$ cat src/rtl/owmem_engine.sv
module owmem_engine #(
  parameter int RO_LO   = 8,
  parameter int RO_HI   = 31,
  parameter int EE_BASE = 32,
  parameter int EE_BLK  = 16,
  parameter int EE_NBLK = 2
) (
  input  logic               clk,
  input  logic               rst_n,
  input  logic               bus_reset,
  input  logic               start,
  input  logic               rx_valid,
  input  logic               rx_bit,
  input  logic               tx_req,
  output logic               tx_bit,
  output logic [7:0]         mem_addr,
  output logic               mem_rd,
  output logic               mem_wr,
  output logic [7:0]         mem_wdata,
  input  logic [7:0]         mem_rdata,
  input  logic [EE_NBLK-1:0] lock_vec,
  output logic               ee_req,
  output logic [1:0]         ee_op,
  output logic [7:0]         ee_addr,
  input  logic               ee_done
);
  localparam int EE_TOP = EE_BASE + EE_BLK * EE_NBLK;
  localparam logic [7:0] C_RD = 8'h69, C_WR = 8'h6C, C_CP = 8'h48,
                         C_RC = 8'hB8, C_LK = 8'h6A;

  typedef enum logic [2:0] {S_IDLE, S_CMD, S_ADDR, S_RD, S_WR, S_SINK} st_t;
  st_t st;

  logic [7:0] sh, cmd, ptr, nb;
  logic [2:0] cnt;
  logic       past, ld, adv;

  function automatic logic ro_hit(input logic [7:0] a);
    int ai = int'(a);
    return ai >= RO_LO && ai <= RO_HI;
  endfunction

  function automatic logic in_ee(input logic [7:0] a);
    int ai = int'(a);
    return ai >= EE_BASE && ai < EE_TOP;
  endfunction

  function automatic logic lock_hit(input logic [7:0] a, input logic [EE_NBLK-1:0] lv);
    int ai = int'(a);
    logic h = 1'b0;
    for (int k = 0; k < EE_NBLK; k++)
      if (lv[k] && ai >= EE_BASE + k * EE_BLK && ai < EE_BASE + (k + 1) * EE_BLK) h = 1'b1;
    return h;
  endfunction

  assign nb       = {rx_bit, sh[7:1]};
  assign mem_addr = ptr;
  assign tx_bit   = (st == S_RD) ? (past | sh[0]) : 1'b1;

  always_ff @(posedge clk or negedge rst_n) begin
    if (!rst_n) begin
      st <= S_IDLE; sh <= 8'hFF; cmd <= 8'h00; ptr <= 8'h00; cnt <= 3'd0;
      past <= 1'b0; ld <= 1'b0; adv <= 1'b0;
      mem_rd <= 1'b0; mem_wr <= 1'b0; mem_wdata <= 8'h00;
      ee_req <= 1'b0; ee_op <= 2'd0; ee_addr <= 8'h00;
    end else begin
      mem_rd <= 1'b0;
      mem_wr <= 1'b0;
      adv    <= 1'b0;
      ld     <= mem_rd;
      if (ee_req && ee_done) ee_req <= 1'b0;
      if (bus_reset) begin
        st <= S_IDLE; cnt <= 3'd0; past <= 1'b0; ld <= 1'b0;
      end else begin
        case (st)
          S_IDLE: if (start) begin st <= S_CMD; cnt <= 3'd0; end
          S_CMD: if (rx_valid) begin
            sh  <= nb;
            cnt <= cnt + 3'd1;
            if (cnt == 3'd7) begin
              cmd <= nb;
              st  <= (nb == C_RD || nb == C_WR || nb == C_CP || nb == C_RC || nb == C_LK)
                     ? S_ADDR : S_SINK;
            end
          end
          S_ADDR: if (rx_valid) begin
            sh  <= nb;
            cnt <= cnt + 3'd1;
            if (cnt == 3'd7) begin
              ptr  <= nb;
              past <= 1'b0;
              if (cmd == C_RD) begin
                mem_rd <= 1'b1; st <= S_RD;
              end else if (cmd == C_WR) begin
                st <= S_WR;
              end else begin
                st <= S_SINK;
                if (in_ee(nb) && !ee_req) begin
                  ee_req  <= 1'b1;
                  ee_addr <= nb;
                  ee_op   <= (cmd == C_CP) ? 2'd0 : (cmd == C_RC) ? 2'd1 : 2'd2;
                end
              end
            end
          end
          S_RD: if (ld) begin
            sh <= mem_rdata;
          end else if (tx_req) begin
            sh  <= {1'b1, sh[7:1]};
            cnt <= cnt + 3'd1;
            if (cnt == 3'd7 && !past) begin
              if (ptr == 8'hFF) past <= 1'b1;
              else begin ptr <= ptr + 8'd1; mem_rd <= 1'b1; end
            end
          end
          S_WR: if (adv) begin
            if (ptr == 8'hFF) past <= 1'b1;
            else ptr <= ptr + 8'd1;
          end else if (rx_valid) begin
            sh  <= nb;
            cnt <= cnt + 3'd1;
            if (cnt == 3'd7 && !past) begin
              adv <= 1'b1;
              if (!ro_hit(ptr) && !lock_hit(ptr, lock_vec)) begin
                mem_wr <= 1'b1; mem_wdata <= nb;
              end
            end
          end
          default: ;
        endcase
      end
    end
  end

  assert_rw_excl_R2: assert property (@(posedge clk) disable iff (!rst_n)
    !(mem_rd && mem_wr));
  assert_past_ones_R3: assert property (@(posedge clk) disable iff (!rst_n)
    past |=> tx_bit);
  assert_ro_write_R5: assert property (@(posedge clk) disable iff (!rst_n)
    mem_wr |-> !ro_hit(mem_addr));
  assert_reset_quiet_R7: assert property (@(posedge clk) disable iff (!rst_n)
    bus_reset |=> !mem_wr && !mem_rd);
  assert_ee_hold_R8: assert property (@(posedge clk) disable iff (!rst_n)
    (ee_req && !ee_done) |=> ee_req && $stable(ee_addr) && $stable(ee_op));
  assert_ee_drop_R8: assert property (@(posedge clk) disable iff (!rst_n)
    (ee_req && ee_done) |=> !ee_req);
  assert_ee_window_R9: assert property (@(posedge clk) disable iff (!rst_n)
    $rose(ee_req) |-> in_ee(ee_addr));
endmodule

$ cat config.mk
export PLATFORM = sky130hd
export DESIGN_NAME = owmem_engine
export DESIGN_NICKNAME = d
export VERILOG_FILES = /design/src/rtl/owmem_engine.sv
export SDC_FILE = /design/constraint.sdc
export NUM_CORES = 1
export LEC_CHECK = 0
export BUFFER_PORTS_ARGS = -buffer_cell sky130_fd_sc_hd__buf_4
export CAP_MARGIN = 40
export CELL_PAD_IN_SITES_DETAIL_PLACEMENT = 1
export CELL_PAD_IN_SITES_GLOBAL_PLACEMENT = 1
export CORE_ASPECT_RATIO = 0.5
export CORE_MARGIN = 1
export CORE_UTILIZATION = 40
export DETAILED_ROUTE_END_ITERATION = 16
export GPL_TIMING_DRIVEN = 0
export HOLD_SLACK_MARGIN = 0.15
export PLACE_DENSITY_LB_ADDON = 0.12
export SYNTH_ARGS = -nofsm -noshare
export SYNTH_HDL_FRONTEND = slang
export SYNTH_SLANG_ARGS = --single-unit
$ cat constraint.sdc
create_clock -name clk -period 2 [get_ports clk]
set_input_delay 0.4 -clock clk [delete_from_list [all_inputs] [get_ports clk]]
set_output_delay 0.4 -clock clk [all_outputs]
set_load 0.1 [all_outputs]
### After elaboration in Yosys (flattened, before gate mapping)

Index checks and enable logic that the tools add are counted.

* add/subtract/negate cells: 2
* muxes and demuxes: 78
* bitwise gates (word level): 5
* reduce and logical (&&, ||, !) cells: 33
* magnitude comparators: 8
* equality and inequality tests: 33

Operators with widths (count)
* $mux W8: 11
* $eq A8 B7 Y1 const B: 7
* $pmux W8 S3: 2
* $mux W1: 45
* $mux W3: 14
* $ne A3 B3 Y1 const B: 10
* $eq A8 B8 Y1 const B: 3
* $ge A8 B6 Y1 const B: 3
* $lt A8 B7 Y1 const B: 2
* $reduce_and A7 Y1: 2
* $ne A2 B2 Y1 const B: 6
* $pmux W3 S4: 1
* $reduce_and A6 Y1: 2
* $logic_and A1 B1 Y1: 10
* $pmux W3 S3: 1
* $add A8 B1 Y8 const B: 1
* $ge A8 B4 Y1 const B: 1
* $le A8 B5 Y1 const B: 1
* $lt A8 B6 Y1 const B: 1
* $reduce_and A4 Y1: 2
* $reduce_and A8 Y1: 1
* $reduce_bool A4 Y1: 2
* $eq A3 B2 Y1 const B: 2
* $eq A3 B3 Y1 const B: 2
* 16 further kinds: 27

* word-level logic and storage cells: 173
* register bits: 54

### Logic depth before layout (Yosys ltp)

* word-level depth: 18
* gate-level depth with buffers: 8
* mapped depth without buffers: 7

### Worst setup path after synthesis

OpenSTA, ideal clock, no wires.

* path kind: register to register
* start: register ptr[1], in the netlist mem_addr[1]
* end: register ptr[3], in the netlist mem_addr[3]
* path slack: -0.368 ns
* stages on the path, launching flop included: 7
* data arrival time: 2.242 ns
* required time: 1.874 ns
* buffers on the path: 0
* cells stage by stage: dfrtp_1 -> ha_1 -> nand4_1 -> or2_1 -> a41o_1 -> a21oi_1 -> a21oi_1

* word-level cells in the longest chain between the ends: 6
* elaborated cells between the ends (all ways): 8

RTL lines
* from (decl): line 34 `logic [7:0] sh, cmd, ptr, nb;`
* from (signal assigned): line 90 `ptr <= nb;`
* from (signal assigned): line 118 `else ptr <= ptr + 8'd1;`
* $add A8 B1 Y8 or $eq A8 B8 Y1 (tied branches)
* $mux W8 *: line 112, 117
* $mux W8: line 111 `if (cnt == 3'd7 && !past) begin`
* $mux W8: line 108 `end else if (tx_req) begin`
* $mux W8: line 106 `S_RD: if (ld) begin`
* $pmux W8 S3 *: line 75 `case (st)`

Every way passes the cells marked *; elsewhere a longest branch is shown, timed or not. The select of a mux whose other input is x is not followed.
A chain may end at the register's enable or synchronous reset.

### Final worst setup path

* start: register cnt[1]
* end: register mem_wdata[1]

* word-level cells in the longest chain between the ends: 3

RTL lines
* from (decl): line 35 `logic [2:0] cnt;`
* from (signal assigned): line 79 `cnt <= cnt + 3'd1;`
* from (signal assigned): line 88 `cnt <= cnt + 3'd1;`
* from (signal assigned): line 110 `cnt <= cnt + 3'd1;`
* $eq A3 B3 Y1: line 122 `if (cnt == 3'd7 && !past) begin`
* $logic_and A1 B1 Y1: line 122
* $reduce_and A6 Y1 (no line)
* to (signal assigned): line 64 `mem_rd <= 1'b0; mem_wr <= 1'b0; mem_wdata <= 8'h00;`
* to (signal assigned): line 125 `mem_wr <= 1'b1; mem_wdata <= nb;`
* to (decl): line 19 `output logic [7:0] mem_wdata,`

Every way passes these cells.

==> reports/summary.txt <==
Status -> finished clean
Count of final setup violators -> 0
Total number of vias -> 2,324
TritonCTS clock tree -> yes
Share of the synthesized area in the top cell type -> 39.62%
Placer's final routability congestion estimate -> 0.8116
Post-synth top flop -> dfrtp_1
Tot Pwr -> 4.241 mW
Cell area after synthesis -> 2905 µm²
Die area -> 7629 µm²
Critical Path Fanout Max -> 4
Mean Syn Cell Area -> 10.92 µm²
RSZ-0062 raised after global routing -> true
Antenna violations before repair -> 0
Root Buffer -> clkbuf_16
# rows -> 21
Post-synthesis simple-gate area fraction -> 17.66%
Number of distinct library cells after synthesis -> 63
Max Buffers Root-to-Sink -> 2
Chip height -> 62.27 µm
Adder-Cell Fraction of Synth Area -> 1.723%
DR iter-0 viols -> 152
Setup Skew -> 6.448 ps
Synth Area in Compound Gates -> 14.99%
Crit path to -> mem_wdata[1]
Vias per std cell -> 5.507
Req. time, crit path -> 2190 ps
Clock transition at path regs -> 70 ps
Largest family of logic cells by synthesized area -> simple AND/OR/NAND/NOR gates
CTS Sinks -> 54
Yosys reg bits -> 54
CP Class -> register to register
Final net count -> 351
Chip width -> 122.5 µm
Mapped Nets -> 288
Beginning of the critical path -> cnt[1]
Gr usage total -> 22.35%
Number of flops mapped to enable cells by yosys -> 0
Period utilization -> 99.26%
Flop2flop setup slack -> 10 ps
Min-Delay Path Class -> input pin to async pin
Final WL -> 7610 µm
P_leak -> 1.752 nW
Synth warnings -> 0
Critical Path Source Type -> register
Post-Syn Instances -> 266
Post-synthesis mux area share -> 13.65%
Crit Reg-Reg Startpoint -> cnt[1]
Fmax -> 503.7 MHz
Hold Buf Count CTS -> 0
Max-slew violations -> 0
Cell taking the most area after synthesis -> dfrtp_1
IO Port Bufs -> 47
Num ports -> 48
Total of max-cap violations -> 0
Antenna Diode Count -> 0
Power density cells -> 1136 nW/µm²
Slew headroom -> 53.15%
CP Capture Type -> register
Synth async-reset ratio -> 100.0%
Grt ovf -> 0
R2R depth -> 8
Worst-Margin Slew -> 702.7 ps
Worst VDD drop -> 0.5398 mV
Synth top cells by count -> 46 x dfrtp_1, 21 x a21oi_1, 19 x nor2_1
Wire per inst -> 18.03 µm
FILL cells -> 730
Pin count of the biggest net entering global routing -> 55
Final hold violations -> 0
Post-Synth XOR/XNOR Area -> 0.9044%
Hold WS -> 143.1 ps
Area growth syn-to-layout -> 28.51%
Post-synthesis sequential area ratio -> 46.86%
Number of global-route vias before repair -> 2,584
Worst skew pair latency -> 300 ps
Drt pass-1 iters -> 6
Total core area -> 6858 µm²
Routed Antenna Nets -> 0
H-tree levels -> 2
Starting density of the core -> 42.36%
First-pass GRT wire length -> 13,080 µm
Worst EP arrival -> 2170 ps
DRC viols -> 0
Count leader, synth -> dfrtp_1
Synth top area cells -> dfrtp_1 40%, dfstp_2 7.2%, mux2_2 5.0%
Detail Placement HPWL -> 5320 µm
Total clock buffers created by CTS -> 5
Final Critical Period -> 1985 ps
Share of layout cells above drive strength 1 -> 41.21%
Reg-to-reg endpoint -> mem_wdata[1]
[layout by cell type (no fill, tap or decap), drive strengths merged, types with 7 or more instances in the layout]
cell	count
a21oi	25
buf	69
dfrtp	46
dfstp	8
inv	9
mux2	21
mux2i	13
nand2	14
nor2	19
nor2b	7
o21ai	9
[layer usage]
| layer | vias up | wire [µm] | track usage (%) |
|---|---|---|---|
| li1 | 1090 | - | - |
| met1 | 1187 | 3781 | 32.49 |
| met2 | 43 | 3442 | 33.92 |
| met3 | 4 | 353 | 5.607 |
| met4 | 0 | 32 | 3.659 |
| met5 | - | 0 | 0 |
[logic make-up (layout without fill, tap and decap cells)]
logic type               Yosys count  after routing
buffers and inverters             22             86
AO/OA/AOI/OAI                     63             63
XOR/XNOR                           3              3
multiplexers                      34             34
AND/OR/NAND/NOR                   86             86
adder cells (fa/ha/maj)            4              4
flip-flops                        54             54
[sequential cells by signal, indices dropped and copies added, names as in the netlist, 2 cells and up]
name,flops
cnt,3
mem_wdata,8
mem_addr,8
st,3
sh,8
ee_op,2
ee_addr,8
cmd,8
[through the flow]
| step | util, % | TNS (ps) | cell area (µm²) | std cells | setup WS (ps) |
|---|---|---|---|---|---|
| finish | 54.44 | 0 | 3734 | 422 | 14.77 |
| global route | 54.44 | -479.3 | 3734 | 422 | -41.03 |
| CTS | 52.93 | 0 | 3630 | 417 | 4.120 |
| floorplan | - | -6.268 | 2914 | 266 | -6.268 |
| global placement | 49.32 | -1895 | 3382 | 405 | -159.0 |
| detailed placement | 49.32 | -2043 | 3382 | 405 | -178.8 |
[critical path: stages (launching register included)]
cell and delay (ps):
dfrtp_1 410, ha_4 180, ha_4 160, and2_4 150
and2b_2 220, and3_4 160, nor2b_4 140, buf_4 180
mux2_4 290
[worst min-delay path by stage]
| stage | end | slack, ps |
|---|---|---|
| 2_1_floorplan | adv | 100 |
| 3_3_place_gp | ee_addr[5] | 450 |
| 3_5_place_dp | ee_addr[5] | 460 |
| 4_1_cts | ee_addr[5] | 180 |
| 5_1_grt | ee_addr[5] | 200 |
| 6_report | ee_addr[5] | 140 |
[cell type report]
cell class | instances | area [µm²] | share of cell area, %
clock buffer | 6 | 128.9 | 3.452
timing repair buffer | 59 | 467.9 | 12.53
clock inverter | 2 | 37.54 | 1.005
tap | 92 | 115.1 | 3.083
inverter | 9 | 33.78 | 0.9048
buffer | 10 | 82.58 | 2.212
sequential | 54 | 1370 | 36.70
multi-input combinational | 190 | 1498 | 40.11
[report_power, final]
part           total, mW  internal (mW)  leakage [nW]  switching [mW]
Combinational       1.60          0.500         0.981            1.10
Sequential          1.65           1.32         0.694           0.334
Clock              0.988          0.592        0.0771           0.396
[timing repair]
| action | 4_1_cts | 5_1_grt |
|---|---|---|
| endpoints found under the setup margin | 22 | 37 |
| gates cloned | 1 | 0 |
| gates resized for setup | 13 | 10 |
| pin swaps | 0 | 2 |
| setup buffers | 4 | 7 |
(Power assumes the default switching activity.)
